[src/rtl/mod5r_pkg.sv]
package mod5r_pkg;

  localparam int CODE_W = 3;
  typedef logic [CODE_W-1:0] code_t;

  localparam code_t C_S0 = 3'b000;
  localparam code_t C_S1 = 3'b001;
  localparam code_t C_S2 = 3'b011;
  localparam code_t C_S3 = 3'b111;
  localparam code_t C_S4 = 3'b100;
  localparam code_t C_X5 = 3'b101;
  localparam code_t C_X2 = 3'b010;
  localparam code_t C_X6 = 3'b110;

  // Every one of the eight codes gets an explicit successor.
  function automatic code_t succ(input code_t c);
    code_t r;
    case (c)
      C_S0:    r = C_S1;
      C_S1:    r = C_S2;
      C_S2:    r = C_S3;
      C_S3:    r = C_S4;
      C_S4:    r = C_S0;
      C_X5:    r = C_S4;
      C_X2:    r = C_S2;
      C_X6:    r = C_S4;
      default: r = C_S0;
    endcase
    return r;
  endfunction

  function automatic logic is_unused(input code_t c);
    return (c == C_X5) || (c == C_X2) || (c == C_X6);
  endfunction

endpackage

[src/rtl/mod5r_next.sv]
module mod5r_next
  import mod5r_pkg::*;
(
  input  code_t cur,
  input  logic  clr,
  input  logic  en,
  output code_t nxt,
  output logic  wrap_evt,
  output logic  unused_now
);
  always_comb begin
    if (clr)      nxt = C_S0;
    else if (en)  nxt = succ(cur);
    else          nxt = cur;
  end

  assign wrap_evt   = en && !clr && (cur == C_S4);
  assign unused_now = is_unused(cur);
endmodule

[src/rtl/mod5r_reg.sv]
module mod5r_reg #(
  parameter int W = 3,
  parameter logic [W-1:0] INIT = '0
) (
  input  logic         clk,
  input  logic [W-1:0] d,
  output logic [W-1:0] q
);
  logic [W-1:0] q_r = INIT;
  always_ff @(posedge clk) q_r <= d;
  assign q = q_r;
endmodule

[src/rtl/mod5_recover_counter.sv]
module mod5_recover_counter
  import mod5r_pkg::*;
#(
  parameter logic [2:0] INIT_CODE = 3'b000
) (
  input  logic       clk,
  input  logic       clr,
  input  logic       en,
  output logic [2:0] count,
  output logic       wrap
);
  code_t state_q;
  code_t state_d;
  logic  wrap_evt;
  logic  unused_now;

  mod5r_next u_next (
    .cur(state_q), .clr(clr), .en(en),
    .nxt(state_d), .wrap_evt(wrap_evt), .unused_now(unused_now)
  );

  mod5r_reg #(.W(CODE_W), .INIT(INIT_CODE)) u_state (
    .clk(clk), .d(state_d), .q(state_q)
  );

  mod5r_reg #(.W(1), .INIT(1'b0)) u_wrap (
    .clk(clk), .d(wrap_evt), .q(wrap)
  );

  assign count = state_q;
endmodule

[config.mk]
export PLATFORM = sky130hd
export DESIGN_NAME = mod5_recover_counter
export DESIGN_NICKNAME = d
export VERILOG_FILES = /design/src/rtl/mod5r_pkg.sv /design/src/rtl/mod5r_next.sv /design/src/rtl/mod5r_reg.sv /design/src/rtl/mod5_recover_counter.sv
export SDC_FILE = /design/constraint.sdc
export NUM_CORES = 1
export LEC_CHECK = 0
export ABC_AREA = 1
export BUFFER_PORTS_ARGS = -buffer_cell sky130_fd_sc_hd__buf_2
export CAP_MARGIN = 20
export CORE_AREA = 2 2 39 41
export DETAILED_ROUTE_END_ITERATION = 8
export DIE_AREA = 0 0 41 43
export SLEW_MARGIN = 10
export SYNTH_ARGS = -nofsm -noshare
export SYNTH_HDL_FRONTEND = slang
export SYNTH_SLANG_ARGS = --single-unit
[constraint.sdc]
create_clock -name clk -period 1.46 [get_ports clk]
set_input_delay 0.146 -clock clk [delete_from_list [all_inputs] [get_ports clk]]
set_output_delay 0.146 -clock clk [all_outputs]
set_load 0.03 [all_outputs]
Word level (Yosys, flattened, before mapping)
Memories as Yosys holds them, arrays and structs flattened. A register that Yosys moved wholly into a read port is not among the register bits.
Index checks and enable logic that the tools add are counted.
- add/sub/neg operators: 0
- $mul: 0
- divide/modulo/power cells: 0
- $lt $le $gt $ge: 0
- equal/unequal tests: 1
- shifts and indexed selects: 0
- mux-type cells: 0
- bitwise logic cells: 0
- reductions and logical operators: 3
- operators with widths (cell ; count):
    $eq A3 B3 Y1 const B ; 1
    $logic_and A1 B1 Y1 ; 2
    $logic_not A1 Y1 ; 1
- bits in registers: 1
- latch bits: 0
- bits in writable memories: 0
- ROM bits: 24
- input bits: 3
- output and inout bits: 4
- word-level logic and storage cells: 6
- memories: 1
- memory list (name ; depth ; width ; rd ports ; clocked after memory_dff ; write ports ; line ; text):
    (no name shown) ; 8 ; 3 ; 1 ; 1 ; 0 ; mod5r_pkg.sv:18 ; case (c)

Logic depth before layout (Yosys ltp)
Gate-level depths: netlist of the first run.
- word-level depth: 3
- gate-level depth with buffers: 5
- mapped depth without buffers: 5

Hierarchy
Synthesis of the first run repeated with hierarchy kept, for this count alone.
- cells, all modules: 23
- area, all modules: 156.4 um^2
- by module, submodules not included (module ; instances ; cells an instance ; area an instance (um^2) ; sequential area each (um^2)):
    mod5r_next ; 1 ; 19 ; 76.3 ; 0.0
    mod5r_reg at u_state ; 1 ; 3 ; 60.1 ; 60.1
    mod5r_reg at u_wrap ; 1 ; 1 ; 20.0 ; 20.0

Least setup slack after synthesis of the first run
OpenSTA, ideal clock, no wires.
- kind: reg2reg
- start: register u_state.q_r[2], in the netlist u_state.q[2]
- end: register u_state.q_r[1], in the netlist u_state.q[1]
- library setup time: 0.109 ns
- arrival: 0.815 ns
- setup slack: 0.536 ns
- stages on the path, launching flop included: 6
- path buffers: 0
- clock period less this slack: 0.924 ns
- cells stage by stage: dfxtp_1 -> inv_1 -> nand2_1 -> nand2_1 -> nand2_1 -> inv_1
- RTL lines (element ; line ; text):
    from (decl) ; mod5r_reg.sv:9 ; logic [W-1:0] q_r = INIT;

Worst setup path in the final report of the first run
- start: register u_state.q_r[0], in the netlist u_state.q[0]
- end: output count[0]
- RTL lines (element ; line ; text):
    to (decl) ; mod5_recover_counter.sv:9 ; output logic [2:0] count,
No word-level cell between the ends.

==> out/results.ini, run 1 <==
[outcome]
status = completed

[setup_path]
arrival_ps = 830
reg2reg_slack_ps = 690
rr_startpoint = u_state.q[0]$_SDFFE_PP0P_
crit_path_start_kind = flip-flop
crit_family = flip-flops
r2r_end = u_state.q[2]$_SDFFE_PP0P_
critical_path.max_stage_delay_ps = 380
criticalPathCategory = flip-flop to output pin
cp_max_fo = 4
slowest_stage = dfxtp_1
end_kind = output pin
crit_required_ps = 1310
critPathBufInv = 1
crit_chain = buf_2
rr_worst_depth = 4

[detailed_routing]
drt-total-wl_um = 346
via_per_inst = 3.35
drt-initial-drc-count = 0
wire_per_inst_um = 7.21
drcViolationCount = 0
drtAntennaViolNets = 0
firstDrtPassIters = 1
via_count = 161

[yosys]
synth_top_area_share_pct = 47.8
yosysTopAreaCell = dfxtp_1
syn_nets = 26
avgSynthCellArea_sq_um = 7.29
yosysUniqueCellTypes = 9
yosysWarnings = 0
synth_area_sq_um = 168
synthTopCellsByArea = dfxtp_1, nand2_1, inv_1
seq_area_frac_synth_pct = 47.8
synth_cells = 23
ys_ff_latch = 4

[global_route]
met2_usage_pct = 5.94
grtUsageMet3_pct = 0
grt_use_met1_pct = 4.13
grt_max_degree = 5
grt_pass1_vias = 155
grt_pass1_wl_um = 483
overflow = 0
track_usage_pct = 4.40
grt_antenna_before_repair = 0
grt.busiest_layer = met4

[sta]
drv_slew = 0
tightest_slew_ps = 151
min_period_ps = 976
hold_viol = 0
relSlewSlack_pct = 89.9
setup_viol = 0
finClkSkew_ps = 0.221
fin_crit_sh_pct = 66.9
max_freq_mhz = 1020
timing.hold.ws_ps = 131
grt_setup_unrepaired = no
tns_ps = 0

[power]
power_switching_share_pct = 23.2
seqPwrFrac_pct = 41.8
power_switching_uw = 65.0
p_int_uw = 215
leakage_uw = 0.000128
power_density_nw_per_um2 = 1160
power_frac_comb_pct = 10.5
pwr-share-clk_pct = 47.7
ir_worst_vdd_mv = 0.132

[cells_and_area]
syn2layout_area_growth_pct = 43.3
antenna-diode-count = 0
final_cell_mix = nand2_1, buf_2, inv_1, dfxtp_1, clkbuf_4
multi_input_area_sq_um = 68.8
mostFrequentLayoutCell = nand2_1
fin_area_sq_um = 240
layout-drive-gt1-share_pct = 40.6
final_nets = 37
seq_area_sq_um = 80.1
nFillCells = 160

[die]
die_area_sq_um = 1760
start_util_pct = 12.1
die_x_um = 41
io_pins = 7
die_y_um = 43
core_sq_um = 1380
rows = 14

[clocking]
path_clk_slew_ps = 40
post_cts.repair.setup_buffers = 0
numCtsBuffers = 3
root_buffer = clkbuf_4
cts.sinks = 4
clockBufferDepth = 2
clock_latency_ps = 230
ctsHtreeMaxLevel = 1
cts_tree = yes
cts-resized-gates = 0
hold_buffers = 0

[run]
maxCapViolations = 0

[placed_design]
io_buffer_count = 6
place_congestion = 0.542
dpl.hpwl_um = 273
postPlaceCellArea_sq_um = 218

[hold_path]
hold_depth = 2
min_path_type = primary input to flip-flop
worstHoldEndpoint = u_wrap.q$_DFF_P_
worstHoldStart = clr

[registers in the layout, indices dropped and copies added, names as in the netlist]
signal	count
u_state.q	3
u_wrap.q	1
[per-layer routing]
metal	up-vias	part of all wire, %
met2	5	46
li1	87	-
met3	0	5.8
met1	69	48
met4	0	0
met5	-	0
[cell usage after synthesis]
cell,number
nor3_2,1
nor2_1,1
nand2_1,7
dfxtp_1,4
a21oi_1,1
inv_1,5
nand3_1,1
nor2_2,2
nand2_2,1
[worst register-to-register path, cell delays in order (launching register included)]
cell and delay (ps):
dfxtp_1 330, nor2_2 150, nand2_2 80, nand2_1 70
nor2_2 40
[worst max-delay path by stage]
stage | from | endpoint | slack, ps | cells after the start
2_1_floorplan | u_state.q[2]$_SDFFE_PP0P_ | u_state.q[1]$_SDFFE_PP0P_ | 540 | 5
3_3_place_gp | u_state.q[0]$_SDFFE_PP0P_ | u_state.q[2]$_SDFFE_PP0P_ | 720 | 4
3_5_place_dp | u_state.q[0]$_SDFFE_PP0P_ | u_state.q[2]$_SDFFE_PP0P_ | 690 | 4
4_1_cts | u_state.q[1]$_SDFFE_PP0P_ | count[1] | 470 | 1
5_1_grt | u_state.q[0]$_SDFFE_PP0P_ | count[0] | 430 | 1
6_report | u_state.q[0]$_SDFFE_PP0P_ | count[0] | 480 | 1
[logic make-up (layout without fill, tap and decap cells)]
family / after synthesis / in the layout / share of synthesized area, %
AO/OA/AOI/OAI: 1 / 1 / 2.98
AND/OR/NAND/NOR: 13 / 13 / 38.1
buffers and inverters: 5 / 14 / 11.2
flip-flops: 4 / 4 / 47.8
[through the flow]
stage	worst slack [ps]	power (uW)	cells	utilization [%]
6_report	484	280	48	17.4
5_1_grt	430	296	48	17.4
4_1_cts	466	290	48	17.4
3_5_place_dp	689	148	45	15.7
3_3_place_gp	720	147	45	15.7
2_1_floorplan	536	137	23	-
[final cells by class]
type / count / area share, %
Clock buffer: 3 / 9.38
Sequential cell: 4 / 33.3
Tap cell: 16 / 8.33
Inverter: 5 / 7.81
Timing Repair Buffer: 6 / 12.5
Multi-Input combinational cell: 14 / 28.6
[power by group through the flow]
stage / Combinational, uW / Clock, uW / Sequential (uW)
final: 29.4 / 133 / 117
after global routing: 32.5 / 146 / 118
after CTS: 29.9 / 144 / 117
after detailed placement: 29.8 / 0 / 118
after floorplan: 12.6 / 0 / 125
after global placement: 28.9 / 0 / 119
No activity file was read; power rests on OpenSTA's default activity.
==> run 2, diff against run 1 <==
- clock period: 1.46 -> 0.86 ns (I/O delays scaled with it)
==> out/results.ini, run 2 (synthesis results as in run 1) <==
[setup_path]
slowest_stage = dfxtp_2
crit_path_start_kind = flip-flop
critical_path.max_stage_delay_ps = 320
crit_chain = buf_2
end_kind = output pin
rr_worst_depth = 4
cp_max_fo = 2
r2r_end = u_state.q[2]$_SDFFE_PP0P_
rr_startpoint = u_state.q[0]$_SDFFE_PP0P_
crit_family = flip-flops
arrival_ps = 740
criticalPathCategory = flip-flop to output pin
reg2reg_slack_ps = 100
critPathBufInv = 1
crit_required_ps = 770

[global_route]
grt_pass1_wl_um = 510
grt_max_degree = 5
grt_antenna_before_repair = 0
track_usage_pct = 4.91
overflow = 0
grt_pass1_vias = 154

[die]
start_util_pct = 12.1
rows = 14
die_area_sq_um = 1760
io_pins = 7
die_x_um = 41
die_y_um = 43
core_sq_um = 1380

[detailed_routing]
via_count = 159
drtAntennaViolNets = 0
drt-initial-drc-count = 0
drcViolationCount = 0
drt-total-wl_um = 336
firstDrtPassIters = 1
wire_per_inst_um = 7.00
via_per_inst = 3.31

[cells_and_area]
final_core_util_pct = 18.5
final_cell_mix = nand2_1, inv_1, buf_2, clkbuf_4, dfxtp_2
largest_reg_flops = 3
final_nets = 37
final_cell_count_no_fill = 48
layout-drive-gt1-share_pct = 50.0
syn2layout_area_growth_pct = 53.0
antenna-diode-count = 0
mostFrequentLayoutCell = nand2_1

[sta]
finClkSkew_ps = 1.21
tns_ps = 0
hold_viol = 0
tightest_slew_ps = 153
min_period_ps = 824
grt_setup_unrepaired = no
max_freq_mhz = 1210
setup_viol = 0
relSlewSlack_pct = 89.9
fin_crit_sh_pct = 95.8
drv_slew = 0
timing.hold.ws_ps = 65.0
timing.final.ws_setup_ps = 36.5

[placed_design]
io_buffer_count = 6
dp.cells = 45
dpl.hpwl_um = 251
place_congestion = 0.499
place_ws_ps = 113

[clocking]
cts_tree = yes
numCtsBuffers = 3
cts.sinks = 4
clock_latency_ps = 230
post_cts.repair.setup_buffers = 0
root_buffer = clkbuf_4
ctsHtreeMaxLevel = 1
path_clk_slew_ps = 40
clockBufferDepth = 2

[power]
leakage_uw = 0.000131
power_density_nw_per_um2 = 1920
ir_worst_vdd_mv = 0.257

[run]
maxCapViolations = 0

[outcome]
status = completed

[hold_path]
min_path_type = primary input to flip-flop
worstHoldEndpoint = u_wrap.q$_DFF_P_
hold_depth = 2
worstHoldStart = clr

[run 2: cell counts in the layout (fill, tap and decap cells not counted)]
No cell type changed its count.
[run 2: worst max path at each step]
stage                                   start                         to  slack (ps)  cells past startpoint
global route        u_state.q[1]$_SDFFE_PP0P_                   count[1]           7                      1
finish              u_state.q[2]$_SDFFE_PP0P_                   count[2]          40                      1
global placement    u_state.q[0]$_SDFFE_PP0P_  u_state.q[2]$_SDFFE_PP0P_         130                      4
detailed placement  u_state.q[0]$_SDFFE_PP0P_  u_state.q[2]$_SDFFE_PP0P_         110                      4
CTS                 u_state.q[1]$_SDFFE_PP0P_                   count[1]          20                      1
floorplan           u_state.q[2]$_SDFFE_PP0P_  u_state.q[1]$_SDFFE_PP0P_          60                      5
[run 2: final cells by class]
| type | instances | area (sq um) |
|---|---|---|
| fill | 162 | 1130 |
| tap | 16 | 20.0 |
| sequential | 4 | 83.8 |
| timing repair buffer | 6 | 42.5 |
| inverter | 5 | 18.8 |
| clock buffer | 3 | 22.5 |
| multi-input combinational | 14 | 68.8 |
[run 2: through the flow]
stage | power, uW | area [sq um]
5_1_grt | 524 | 256
4_1_cts | 502 | 249
3_5_place_dp | 252 | 221
6_report | 493 | 256
2_1_floorplan | 235 | 171
3_3_place_gp | 252 | 221
[run 2: timing repair]
action / in CTS / in global routing
gates resized for setup: 2 / 2
hold buffers: 0 / 0
setup endpoints to repair: 2 / 2
[run 2: power by group]
group	total, uW	switching, uW	internal (uW)
logic	55.8	33.3	22.5
clock network	237	80.2	156
registers	201	7.07	193
total	493	121	372
[run 2: layer usage]
metal	GRT usage, %	wire [um]
met5	0	0
met3	0	23
met2	5.63	154
met1	5.13	158
met4	10.0	0
